**src/rtl/dcc_pkg.sv**
```systemverilog
`timescale 1ns/1ps
package dcc_pkg;
  typedef enum logic [1:0] {
    LS_INV = 2'd0,
    LS_SH  = 2'd1,
    LS_EX  = 2'd2
  } line_st_e;

  typedef enum logic [1:0] {
    IN_INVAL     = 2'd0,
    IN_FETCH     = 2'd1,
    IN_FETCH_INV = 2'd2,
    IN_REPLY     = 2'd3
  } in_kind_e;

  typedef enum logic [1:0] {
    OUT_RD_MISS = 2'd0,
    OUT_WR_MISS = 2'd1,
    OUT_WRBACK  = 2'd2,
    OUT_ACK     = 2'd3
  } out_kind_e;
endpackage

```
**src/rtl/dcc_line_store.sv**
```systemverilog
`timescale 1ns/1ps
module dcc_line_store
  import dcc_pkg::*;
#(
  parameter int NLINES = 4,
  parameter int IDXW   = 2,
  parameter int TAGW   = 6,
  parameter int DW     = 16
) (
  input  logic            clk,
  input  logic            rst_n,
  input  logic [IDXW-1:0] ra_idx,
  output line_st_e        ra_st,
  output logic [TAGW-1:0] ra_tag,
  output logic [DW-1:0]   ra_data,
  input  logic [IDXW-1:0] rb_idx,
  output line_st_e        rb_st,
  output logic [TAGW-1:0] rb_tag,
  output logic [DW-1:0]   rb_data,
  input  logic            wr_en,
  input  logic [IDXW-1:0] wr_idx,
  input  line_st_e        wr_st,
  input  logic [TAGW-1:0] wr_tag,
  input  logic [DW-1:0]   wr_data
);
  line_st_e        st_q  [NLINES];
  logic [TAGW-1:0] tag_q [NLINES];
  logic [DW-1:0]   dat_q [NLINES];

  always_ff @(posedge clk or negedge rst_n) begin
    if (!rst_n) begin
      for (int k = 0; k < NLINES; k++) begin
        st_q[k]  <= LS_INV;
        tag_q[k] <= '0;
        dat_q[k] <= '0;
      end
    end else if (wr_en) begin
      st_q[wr_idx]  <= wr_st;
      tag_q[wr_idx] <= wr_tag;
      dat_q[wr_idx] <= wr_data;
    end
  end

  assign ra_st   = st_q[ra_idx];
  assign ra_tag  = tag_q[ra_idx];
  assign ra_data = dat_q[ra_idx];
  assign rb_st   = st_q[rb_idx];
  assign rb_tag  = tag_q[rb_idx];
  assign rb_data = dat_q[rb_idx];
endmodule

```
**src/rtl/dcc_inbound.sv**
```systemverilog
`timescale 1ns/1ps
module dcc_inbound
  import dcc_pkg::*;
#(
  parameter int TAGW = 6,
  parameter int DW   = 16
) (
  input  logic            msg_valid,
  input  in_kind_e        msg_kind,
  input  logic [TAGW-1:0] msg_tag,
  input  line_st_e        ln_st,
  input  logic [TAGW-1:0] ln_tag,
  input  logic [DW-1:0]   ln_data,
  output logic            upd_en,
  output line_st_e        upd_st,
  output logic            rsp_en,
  output out_kind_e       rsp_kind,
  output logic [DW-1:0]   rsp_data,
  output logic            ev_inval_hit,
  output logic            ev_fetch_hit,
  output logic            ev_fetch_inv_hit,
  output logic            ev_nomatch
);
  logic resident;
  logic is_cmd;
  logic give_data;

  assign resident = (ln_st != LS_INV) && (ln_tag == msg_tag);
  assign is_cmd   = msg_valid && (msg_kind != IN_REPLY);

  assign ev_inval_hit     = is_cmd && msg_kind == IN_INVAL     && resident && ln_st == LS_SH;
  assign ev_fetch_hit     = is_cmd && msg_kind == IN_FETCH     && resident && ln_st == LS_EX;
  assign ev_fetch_inv_hit = is_cmd && msg_kind == IN_FETCH_INV && resident && ln_st == LS_EX;
  assign ev_nomatch       = is_cmd && !(ev_inval_hit || ev_fetch_hit || ev_fetch_inv_hit);

  assign give_data = ev_fetch_hit || ev_fetch_inv_hit;
  assign upd_en    = ev_inval_hit || give_data;
  assign upd_st    = ev_fetch_hit ? LS_SH : LS_INV;
  assign rsp_en    = is_cmd;
  assign rsp_kind  = give_data ? OUT_WRBACK : OUT_ACK;
  assign rsp_data  = give_data ? ln_data : '0;
endmodule

```
**src/rtl/dcc_miss_fsm.sv**
```systemverilog
`timescale 1ns/1ps
module dcc_miss_fsm
  import dcc_pkg::*;
#(
  parameter int AW   = 8,
  parameter int IDXW = 2,
  parameter int TAGW = 6,
  parameter int DW   = 16
) (
  input  logic            clk,
  input  logic            rst_n,
  input  logic            cpu_req,
  input  logic            cpu_we,
  input  logic [AW-1:0]   cpu_addr,
  input  logic [DW-1:0]   cpu_wdata,
  input  logic            cpu_hit,
  input  line_st_e        ln_st,
  input  logic [TAGW-1:0] ln_tag,
  input  logic [DW-1:0]   ln_data,
  input  logic            in_valid,
  input  in_kind_e        in_kind,
  input  logic [AW-1:0]   in_addr,
  input  logic [DW-1:0]   in_data,
  output logic            send_en,
  output out_kind_e       send_kind,
  output logic [AW-1:0]   send_addr,
  output logic [DW-1:0]   send_data,
  output logic            upd_en,
  output logic [IDXW-1:0] upd_idx,
  output line_st_e        upd_st,
  output logic [TAGW-1:0] upd_tag,
  output logic [DW-1:0]   upd_data,
  output logic            waiting,
  output logic            ev_victim_wb,
  output logic            ev_fill
);
  typedef enum logic {F_IDLE = 1'b0, F_WAIT = 1'b1} fsm_e;

  fsm_e          state_q;
  logic [AW-1:0] pend_addr_q;
  logic          pend_we_q;
  logic [DW-1:0] pend_wdata_q;
  logic          start;
  logic          issue;

  assign waiting      = (state_q == F_WAIT);
  assign start        = (state_q == F_IDLE) && cpu_req && !cpu_hit && !in_valid;
  assign ev_victim_wb = start && ln_st == LS_EX && ln_tag != cpu_addr[AW-1:IDXW];
  assign issue        = start && !ev_victim_wb;
  assign ev_fill      = waiting && in_valid && in_kind == IN_REPLY && in_addr == pend_addr_q;

  assign send_en   = ev_victim_wb || issue;
  assign send_kind = ev_victim_wb ? OUT_WRBACK : (cpu_we ? OUT_WR_MISS : OUT_RD_MISS);
  assign send_addr = ev_victim_wb ? {ln_tag, cpu_addr[IDXW-1:0]} : cpu_addr;
  assign send_data = ev_victim_wb ? ln_data : '0;

  assign upd_en   = ev_victim_wb || ev_fill;
  assign upd_idx  = ev_fill ? pend_addr_q[IDXW-1:0] : cpu_addr[IDXW-1:0];
  assign upd_st   = ev_fill ? (pend_we_q ? LS_EX : LS_SH) : LS_INV;
  assign upd_tag  = ev_fill ? pend_addr_q[AW-1:IDXW] : ln_tag;
  assign upd_data = ev_fill ? (pend_we_q ? pend_wdata_q : in_data) : ln_data;

  always_ff @(posedge clk or negedge rst_n) begin
    if (!rst_n) begin
      state_q      <= F_IDLE;
      pend_addr_q  <= '0;
      pend_we_q    <= 1'b0;
      pend_wdata_q <= '0;
    end else if (issue) begin
      state_q      <= F_WAIT;
      pend_addr_q  <= cpu_addr;
      pend_we_q    <= cpu_we;
      pend_wdata_q <= cpu_wdata;
    end else if (ev_fill) begin
      state_q <= F_IDLE;
    end
  end
endmodule

```
**src/rtl/dcc_ctrl.sv**
```systemverilog
`timescale 1ns/1ps
module dcc_ctrl
  import dcc_pkg::*;
#(
  parameter int AW     = 8,
  parameter int DW     = 16,
  parameter int NLINES = 4
) (
  input  logic          clk,
  input  logic          rst_n,
  input  logic          cpu_req,
  input  logic          cpu_we,
  input  logic [AW-1:0] cpu_addr,
  input  logic [DW-1:0] cpu_wdata,
  output logic [DW-1:0] cpu_rdata,
  output logic          cpu_stall,
  input  logic          in_valid,
  input  logic [1:0]    in_kind,
  input  logic [AW-1:0] in_addr,
  input  logic [DW-1:0] in_data,
  output logic          out_valid,
  output logic [1:0]    out_kind,
  output logic [AW-1:0] out_addr,
  output logic [DW-1:0] out_data
);
  localparam int IDXW = $clog2(NLINES);
  localparam int TAGW = AW - IDXW;

  function automatic logic [IDXW-1:0] idx_of(input logic [AW-1:0] a);
    return a[IDXW-1:0];
  endfunction

  function automatic logic [TAGW-1:0] tag_of(input logic [AW-1:0] a);
    return a[AW-1:IDXW];
  endfunction

  function automatic logic grants(input line_st_e st, input logic we);
    return we ? (st == LS_EX) : (st != LS_INV);
  endfunction

  in_kind_e        in_kind_t;
  line_st_e        ln_a_st, ln_b_st;
  logic [TAGW-1:0] ln_a_tag, ln_b_tag;
  logic [DW-1:0]   ln_a_data, ln_b_data;

  logic            ib_upd_en, ib_rsp_en;
  line_st_e        ib_upd_st;
  out_kind_e       ib_rsp_kind;
  logic [DW-1:0]   ib_rsp_data;
  logic            ev_inval_hit, ev_fetch_hit, ev_fetch_inv_hit, ev_nomatch;

  logic            fsm_send_en, fsm_upd_en, fsm_wait, ev_victim_wb, ev_fill;
  out_kind_e       fsm_send_kind;
  logic [AW-1:0]   fsm_send_addr;
  logic [DW-1:0]   fsm_send_data;
  logic [IDXW-1:0] fsm_upd_idx;
  line_st_e        fsm_upd_st;
  logic [TAGW-1:0] fsm_upd_tag;
  logic [DW-1:0]   fsm_upd_data;

  logic            cpu_hit, cpu_wr_hit;
  logic            wr_en;
  logic [IDXW-1:0] wr_idx;
  line_st_e        wr_st;
  logic [TAGW-1:0] wr_tag;
  logic [DW-1:0]   wr_data;

  assign in_kind_t = in_kind_e'(in_kind);

  dcc_line_store #(.NLINES(NLINES), .IDXW(IDXW), .TAGW(TAGW), .DW(DW)) u_store (
    .clk(clk), .rst_n(rst_n),
    .ra_idx(idx_of(cpu_addr)), .ra_st(ln_a_st), .ra_tag(ln_a_tag), .ra_data(ln_a_data),
    .rb_idx(idx_of(in_addr)), .rb_st(ln_b_st), .rb_tag(ln_b_tag), .rb_data(ln_b_data),
    .wr_en(wr_en), .wr_idx(wr_idx), .wr_st(wr_st), .wr_tag(wr_tag), .wr_data(wr_data)
  );

  dcc_inbound #(.TAGW(TAGW), .DW(DW)) u_inbound (
    .msg_valid(in_valid), .msg_kind(in_kind_t), .msg_tag(tag_of(in_addr)),
    .ln_st(ln_b_st), .ln_tag(ln_b_tag), .ln_data(ln_b_data),
    .upd_en(ib_upd_en), .upd_st(ib_upd_st),
    .rsp_en(ib_rsp_en), .rsp_kind(ib_rsp_kind), .rsp_data(ib_rsp_data),
    .ev_inval_hit(ev_inval_hit), .ev_fetch_hit(ev_fetch_hit),
    .ev_fetch_inv_hit(ev_fetch_inv_hit), .ev_nomatch(ev_nomatch)
  );

  dcc_miss_fsm #(.AW(AW), .IDXW(IDXW), .TAGW(TAGW), .DW(DW)) u_fsm (
    .clk(clk), .rst_n(rst_n),
    .cpu_req(cpu_req), .cpu_we(cpu_we), .cpu_addr(cpu_addr), .cpu_wdata(cpu_wdata),
    .cpu_hit(cpu_hit), .ln_st(ln_a_st), .ln_tag(ln_a_tag), .ln_data(ln_a_data),
    .in_valid(in_valid), .in_kind(in_kind_t), .in_addr(in_addr), .in_data(in_data),
    .send_en(fsm_send_en), .send_kind(fsm_send_kind), .send_addr(fsm_send_addr),
    .send_data(fsm_send_data),
    .upd_en(fsm_upd_en), .upd_idx(fsm_upd_idx), .upd_st(fsm_upd_st),
    .upd_tag(fsm_upd_tag), .upd_data(fsm_upd_data),
    .waiting(fsm_wait), .ev_victim_wb(ev_victim_wb), .ev_fill(ev_fill)
  );

  assign cpu_hit    = cpu_req && !fsm_wait && ln_a_tag == tag_of(cpu_addr) &&
                      grants(ln_a_st, cpu_we);
  assign cpu_wr_hit = cpu_hit && cpu_we && !in_valid;
  assign cpu_stall  = cpu_req && (in_valid || !cpu_hit);
  assign cpu_rdata  = ln_a_data;

  always_comb begin
    wr_en   = 1'b0;
    wr_idx  = idx_of(cpu_addr);
    wr_st   = LS_EX;
    wr_tag  = tag_of(cpu_addr);
    wr_data = cpu_wdata;
    if (ib_upd_en) begin
      wr_en   = 1'b1;
      wr_idx  = idx_of(in_addr);
      wr_st   = ib_upd_st;
      wr_tag  = ln_b_tag;
      wr_data = ln_b_data;
    end else if (fsm_upd_en) begin
      wr_en   = 1'b1;
      wr_idx  = fsm_upd_idx;
      wr_st   = fsm_upd_st;
      wr_tag  = fsm_upd_tag;
      wr_data = fsm_upd_data;
    end else if (cpu_wr_hit) begin
      wr_en   = 1'b1;
    end
  end

  always_ff @(posedge clk or negedge rst_n) begin
    if (!rst_n) begin
      out_valid <= 1'b0;
      out_kind  <= 2'd0;
      out_addr  <= '0;
      out_data  <= '0;
    end else if (ib_rsp_en) begin
      out_valid <= 1'b1;
      out_kind  <= ib_rsp_kind;
      out_addr  <= in_addr;
      out_data  <= ib_rsp_data;
    end else if (fsm_send_en) begin
      out_valid <= 1'b1;
      out_kind  <= fsm_send_kind;
      out_addr  <= fsm_send_addr;
      out_data  <= fsm_send_data;
    end else begin
      out_valid <= 1'b0;
      out_kind  <= 2'd0;
      out_addr  <= '0;
      out_data  <= '0;
    end
  end
endmodule

```
**config.mk**
```make
export PLATFORM = sky130hd
export DESIGN_NAME = dcc_ctrl
export DESIGN_NICKNAME = d
export VERILOG_FILES = /design/src/rtl/dcc_pkg.sv /design/src/rtl/dcc_line_store.sv /design/src/rtl/dcc_inbound.sv /design/src/rtl/dcc_miss_fsm.sv /design/src/rtl/dcc_ctrl.sv
export SDC_FILE = /design/constraint.sdc
export NUM_CORES = 1
export LEC_CHECK = 0
export ABC_AREA = 1
export BUFFER_PORTS_ARGS = -buffer_cell sky130_fd_sc_hd__clkbuf_2
export CELL_PAD_IN_SITES_DETAIL_PLACEMENT = 1
export CELL_PAD_IN_SITES_GLOBAL_PLACEMENT = 1
export CORE_ASPECT_RATIO = 2
export CORE_MARGIN = 2
export CORE_UTILIZATION = 31
export DETAILED_ROUTE_END_ITERATION = 8
export GPL_TIMING_DRIVEN = 1
export PLACE_DENSITY = 0.64
export SLEW_MARGIN = 20
export SYNTH_ARGS = -nofsm -noshare
export SYNTH_HDL_FRONTEND = slang
export SYNTH_HIERARCHICAL = 1
export SYNTH_SLANG_ARGS = --single-unit
export TNS_END_PERCENT = 1
```
**constraint.sdc**
```tcl
create_clock -name clk -period 3 [get_ports clk]
set_clock_uncertainty 0.1 [all_clocks]
set_input_delay 0.9 -clock clk [delete_from_list [all_inputs] [get_ports clk]]
set_output_delay 0.9 -clock clk [all_outputs]
set_load 0.02 [all_outputs]
```
---- Yosys cells after proc, flatten, opt, wreduce, memory -nomap -nowiden ----
Index checks and enable logic that the tools add are counted.
word-level totals
  input port bits ......................... 55
  bits in registers ....................... 149
  output and inout port bits .............. 44
operators by class
  order comparisons ....................... 4
  eq/ne operators ......................... 11
  bitwise gates (word level) .............. 4
  muxes and demuxes ....................... 62
  reduce and logical (&&, ||, !) cells .... 40
operators with widths
  cell                                                       count
  2-to-1 mux 16 bit                                          13
  binary-select mux 16 bit (select 2 bit)                    2
  bitwise mux 64 bit                                         1
  2-to-1 mux 6 bit                                           8
  demux 16 bit (select 2 bit)                                1
  2-to-1 mux 2 bit                                           15
  logical AND 1 bit                                          27
  binary-select mux 6 bit (select 2 bit)                     2
  bitwise mux 24 bit                                         1
  2-to-1 mux 8 bit                                           3
  demux 6 bit (select 2 bit)                                 1
  == test 6 bit                                              2
  2-to-1 mux 1 bit                                           11
  greater-or-equal comparator 3 bit (second input constant)  3
  inverter 2 -> 3 bit                                        3
  binary-select mux 2 bit (select 2 bit)                     2
  bitwise mux 8 bit                                          1
  == test 2 bit (second input constant)                      4
  == test 8 bit                                              1
  inequality test 6 bit                                      1
  nonzero test 2 bit                                         3
  logical OR 1 bit                                           5
  demux 2 bit (select 2 bit)                                 1
  == test 2 x 1 -> 1 bit (second input constant)             2
  other kinds (5)                                            8

---- Logic depth before layout (Yosys ltp) ----
  word-level depth ........................ 21
  mapped depth ............................ 31

---- Modules after synthesis ----
The synthesis kept the hierarchy.
modules (own cells, without submodules)
  module          area an instance (um2)  instances  cells an instance
  dcc_line_store  5769.3                  1          888
  dcc_miss_fsm    2203.4                  1          381
  dcc_ctrl        1734.2                  1          268
  dcc_inbound     419.2                   1          96

---- Least setup slack after synthesis ----
No wires, ideal clock.
  kind .................................... input to register
  start ................................... in cpu_addr[1]
  end ..................................... reg u_store/dat_q[10] (netlist name)
  library setup time ...................... 0.129 ns
  setup slack ............................. -1.133 ns
  arrival ................................. 3.904 ns
  stages .................................. 29
  path buffers ............................ 7
  required time ........................... 2.771 ns
  cell sequence ........................... buf_2 inv_1 buf_2 nand3_1 nand2_1 inv_1 nand2_1 nand2_1 nor2_1 nand2_1 nor2_2 nor2_1 nand3_1 clkinv_2 nand2_1 nor2_2 nand2_2 buf_2 nand2_1 nor2_4 buf_2 nand2_1 nand3_1 buf_4 nand3_1 buf_4 buf_4 nand2_1 o21ai_1
between the ends
  cells in the longest elaborated chain, start to end .. 21
  elaborated cells between the ends (all ways) .. 41
  classes of those cells .................. order compare: 2; eq/ne: 3; mux: 22; bitwise: 2; reduce/logical: 12
ends and longest elaborated chain
  element                                                                                                        RTL line              RTL
  from (decl)                                                                                                    dcc_ctrl.sv:13        input logic [AW-1:0] cpu_addr,
  inverter 2 -> 3 bit (not written as such) *                                                                    dcc_line_store.sv:45  assign ra_tag = tag_q[ra_idx];
  binary-select mux 6 bit (select 2 bit) *                                                                       dcc_line_store.sv:45
  2-to-1 mux 6 bit (not written as such) * (2 in a row)                                                          dcc_line_store.sv:45
  net ln_a_tag[1]                                                                                                dcc_ctrl.sv:43        logic [TAGW-1:0] ln_a_tag, ln_b_tag;
  == test 6 bit *                                                                                                dcc_ctrl.sv:98        assign cpu_hit = cpu_req && !fsm_wait && ln_a_tag == tag_of(cpu_addr) &&
  logical AND 1 bit * (2 in a row)                                                                               dcc_ctrl.sv:98
  net cpu_hit                                                                                                    dcc_ctrl.sv:61        logic cpu_hit, cpu_wr_hit;
  zero test 1 bit *                                                                                              dcc_miss_fsm.sv:47    assign start = (state_q == F_IDLE) && cpu_req && !cpu_hit && !in_valid;
  [... 5 more ...]                                                                                               n/a
  net fsm_upd_en                                                                                                 dcc_ctrl.sv:52        logic fsm_send_en, fsm_upd_en, fsm_wait, ev_victim_wb, ev_fill;
  [... 1 more ...]                                                                                               n/a
  2-to-1 mux 2 bit *                                                                                             dcc_ctrl.sv:110       if (ib_upd_en) begin
  net wr_idx[0]                                                                                                  dcc_ctrl.sv:63        logic [IDXW-1:0] wr_idx;
  inverter 2 -> 3 bit (not written as such) *                                                                    dcc_line_store.sv:40  dat_q[wr_idx] <= wr_data;
  greater-or-equal comparator 3 bit (not written as such) / < comparator 3 x 1 -> 1 bit (equally long branches)  dcc_line_store.sv:40
  logical AND 1 bit (not written as such)                                                                        dcc_line_store.sv:40
  2-to-1 mux 16 bit (not written as such)                                                                        dcc_line_store.sv:40
  demux 16 bit (select 2 bit) *                                                                                  dcc_line_store.sv:40
  bitwise mux 64 bit *                                                                                           dcc_line_store.sv:40
  to (signal, indexed assignment)                                                                                dcc_line_store.sv:40
  to (decl)                                                                                                      dcc_line_store.sv:28  logic [DW-1:0] dat_q [NLINES];
Mark *: on every way through the listed nets, which the timed path passes. The rest lies on a longest branch. The select of a mux whose other input is x is not followed.
A chain may end at the register's enable or synchronous reset.

---- Worst setup path after layout ----
  start ................................... in cpu_addr[0]
  end ..................................... out cpu_stall
between the ends
  cells in the longest elaborated chain, start to end .. 10
  elaborated cells between the ends (all ways) .. 16
  classes of those cells .................. eq/ne: 2; mux: 7; bitwise: 1; reduce/logical: 6
ends and longest elaborated chain
  element                                                     RTL line              RTL
  inverter 2 -> 3 bit (not written as such) *                 dcc_line_store.sv:44  assign ra_st = st_q[ra_idx];
  binary-select mux 2 bit (select 2 bit) *                    dcc_line_store.sv:44
  2-to-1 mux 2 bit (not written as such) * (2 in a row)       dcc_line_store.sv:44
  net ln_a_st[0]                                              dcc_ctrl.sv:42        line_st_e ln_a_st, ln_b_st;
  == test 2 bit / nonzero test 2 bit (equally long branches)  dcc_ctrl.sv:38        return we ? (st == LS_EX) : (st != LS_INV);
  2-to-1 mux 1 bit *                                          dcc_ctrl.sv:38
  logical AND 1 bit *                                         dcc_ctrl.sv:98
  net cpu_hit                                                 dcc_ctrl.sv:61
  zero test 1 bit *                                           dcc_ctrl.sv:101       assign cpu_stall = cpu_req && (in_valid || !cpu_hit);
  logical OR 1 bit *                                          dcc_ctrl.sv:101
  logical AND 1 bit *                                         dcc_ctrl.sv:101
  to (decl)                                                   dcc_ctrl.sv:16        output logic cpu_stall,
Marks and branches as above.

==> impl_metrics.env <==
export IMPL_clock_sinks=149
export IMPL_min_path_type="in -> async"
export IMPL_use_met3_pct=2.773
export IMPL_grt_use_met1_pct=28.57
export IMPL_final_common_cell="nand2_1"
export IMPL_overflow=0
export IMPL_gp_congestion=0.8481
export IMPL_yosys_warnings=6
export IMPL_rsz0062_at_grt="yes"
export IMPL_fp_dieW_um=131.7
export IMPL_layout_nets=1845
export IMPL_dr_total_vias=10770
export IMPL_die_area_mm2=0.03416
export IMPL_syn_area_per_cell_um2=6.206
export IMPL_dp_hpwl_um=28850
export IMPL_path_clk_slew_ns=0.06
export IMPL_p_leak_nw=7.382
export IMPL_syn_inst=1629
export IMPL_final_hold_viol_count=0
export IMPL_ir_drop_mv=0.4494
export IMPL_grt_first_pass_wirelength_um=62400
export IMPL_finalSetupViolCount=125
export IMPL_grtUsageMet2_pct=41.84
export IMPL_crit_chain="clkbuf_16, buf_16, clkinv_8, nand2_2, nand3_2, nand2_2, inv_2, nand2_2, nand2_1, nor2_1, nand2_1, nor2_2, buf_4, nand2_2, nand2_2, inv_2, buf_8"
export IMPL_num_io_pins=99
export IMPL_postRouteAntennaNets=0
export IMPL_grt_pass1_vias=11350
export IMPL_wl_per_cell_um=17.41
export IMPL_htreeDepth=4
export IMPL_fin_ws_ns=-0.4324
export IMPL_viasPerCell=4.830
export IMPL_fmax_ghz=0.2913
export IMPL_start_util_pct=31.48
export IMPL_path_max_fanout=8
export IMPL_slowest_delay_ns=0.17
export IMPL_crit_buf_inv=7
export IMPL_core_mm2=0.03212
export IMPL_start_kind="input pin"
export IMPL_layout_drive_gt1_share_pct=21.69
export IMPL_cpMostUsedCell="nand2_2"
export IMPL_grt_usage_pct=23.21
export IMPL_io_buffer_count=98
export IMPL_postLayoutCellArea_mm2=0.01302
export IMPL_setup_tns_ns=-28.87
export IMPL_drc=0
export IMPL_max_cap_violations=0
export IMPL_syn_nets=1684
export IMPL_postCtsHoldBufs=0
export IMPL_timing_final_max_slew_violations=0
export IMPL_die_y_um=259.4
export IMPL_dpl_cell_area_mm2=0.01190
export IMPL_cp_data_required_time_ns=2.00
export IMPL_fin_crit_sh_pct=114.4
export IMPL_arrival_ns=2.43
export IMPL_netlist_area_mm2=0.01011
export IMPL_grt_busiest_layer="met2"
export IMPL_cts_tree="yes"
export IMPL_violations="setup timing"
export IMPL_mostFrequentLayoutCells="nand2_1, inv_1, nand3_1"
export IMPL_drt_pass1_iterations=5
export IMPL_maxSlewHeadroom_pct=55.79
export IMPL_power_density_mw_per_mm2=544.8
export IMPL_clk_latency_ns=0.46
export IMPL_antenna_found_initial=0
export IMPL_crit_type="in -> out"
export IMPL_drt_initial_drc_count=490
export IMPL_antenna_cells=0
export IMPL_routed_wl_um=38830
export IMPL_area_delta_synth_final_pct=28.79
export IMPL_rows=93
export IMPL_crit_family="simple AND/OR/NAND/NOR gates"
export IMPL_cts_buffers=17
export IMPL_clockBufferDepth=2
export IMPL_tightest_slew_ns=0.6631
export IMPL_grt_max_degree=61
export IMPL_crit_path_end_kind="output pin"
export IMPL_cts_root_buffer="clkbuf_16"
export IMPL_period_needed_ns=3.432
export IMPL_status="finished, violations left"
export IMPL_cp_slowest_cell="buf_16"
==> where the power goes <==
part           internal (mW)  total, mW  switching, mW
Clock                   1.23       2.21          0.978
Sequential              2.40       2.66          0.260
Combinational          0.803       2.22           1.42
Total                   4.44       7.09           2.65
==> timing repair <==
item | in CTS | in global routing
buffers inserted | 7 | 1
resized for setup | 52 | 74
pin swaps | 23 | 22
cloned | 1 | 3
setup endpoints to repair | 141 | 156
==> layer usage <==
layer / wire length [µm] / part of all wire [%] / up-vias
met2: 19990 / 51 / 189
met3: 1102 / 2.8 / 42
li1: - / - / 5303
met5: 0 / 0 / -
met4: 865 / 2.2 / 0
met1: 16880 / 43 / 5238
==> sequential cells by signal, indices dropped and copies added, names as in the netlist <==
signal / cells
out_addr: 8
u_store/tag_q: 24
u_fsm/pend_we_q: 1
out_kind: 2
out_data: 16
u_store/dat_q: 64
u_fsm/waiting: 1
u_fsm/pend_addr_q: 8
out_valid: 1
u_fsm/pend_wdata_q: 16
u_store/st_q: 8
==> per-stage QoR <==
step / util (%) / hold slack [ns] / setup slack, ns / power [mW] / cells
after global placement: 37.05 / 0.3535 / -0.7496 / 4.722 / 2186
after global routing: 40.54 / 0.3686 / -0.5398 / 7.557 / 2230
after floorplan: - / 0.3417 / -0.7095 / 3.968 / 1629
after detailed placement: 37.05 / 0.3587 / -0.7875 / 4.801 / 2186
after CTS: 39.64 / 0.3542 / -0.4138 / 7.103 / 2226
final: 40.54 / 0.3326 / -0.4324 / 7.094 / 2230
==> cell type report <==
| class | count | area (µm²) |
|---|---|---|
| timing repair buffer | 240 | 1991 |
| inverter | 218 | 853.3 |
| clock buffer | 18 | 429.2 |
| fill | 4235 | 19100 |
| multi-input combinational | 1162 | 5306 |
| sequential | 149 | 3729 |
| timing repair inverter | 2 | 27.53 |
| tap | 427 | 534.3 |
| clock inverter | 14 | 150.1 |
==> final timing paths <==
| check | startpoint | endpoint | slack [ns] | cells after the start |
|---|---|---|---|---|
| worst max-delay path | cpu_addr[0] | cpu_stall | -0.43 | 17 |
| worst min-delay path | rst_n | u_store/dat_q[60] | 0.33 | 1 |
| worst max register to register | u_store/tag_q[22] | u_store/dat_q[56] | 0.03 | 27 |
| worst min register to register | u_store/dat_q[63] | u_store/dat_q[63] | 0.37 | 2 |
| max in group asynchronous | rst_n | u_store/dat_q[17] | 1.76 | 2 |
| min in group clk | u_store/dat_q[63] | u_store/dat_q[63] | 0.37 | 2 |
Note: power is estimated with default switching activity, not from simulation.
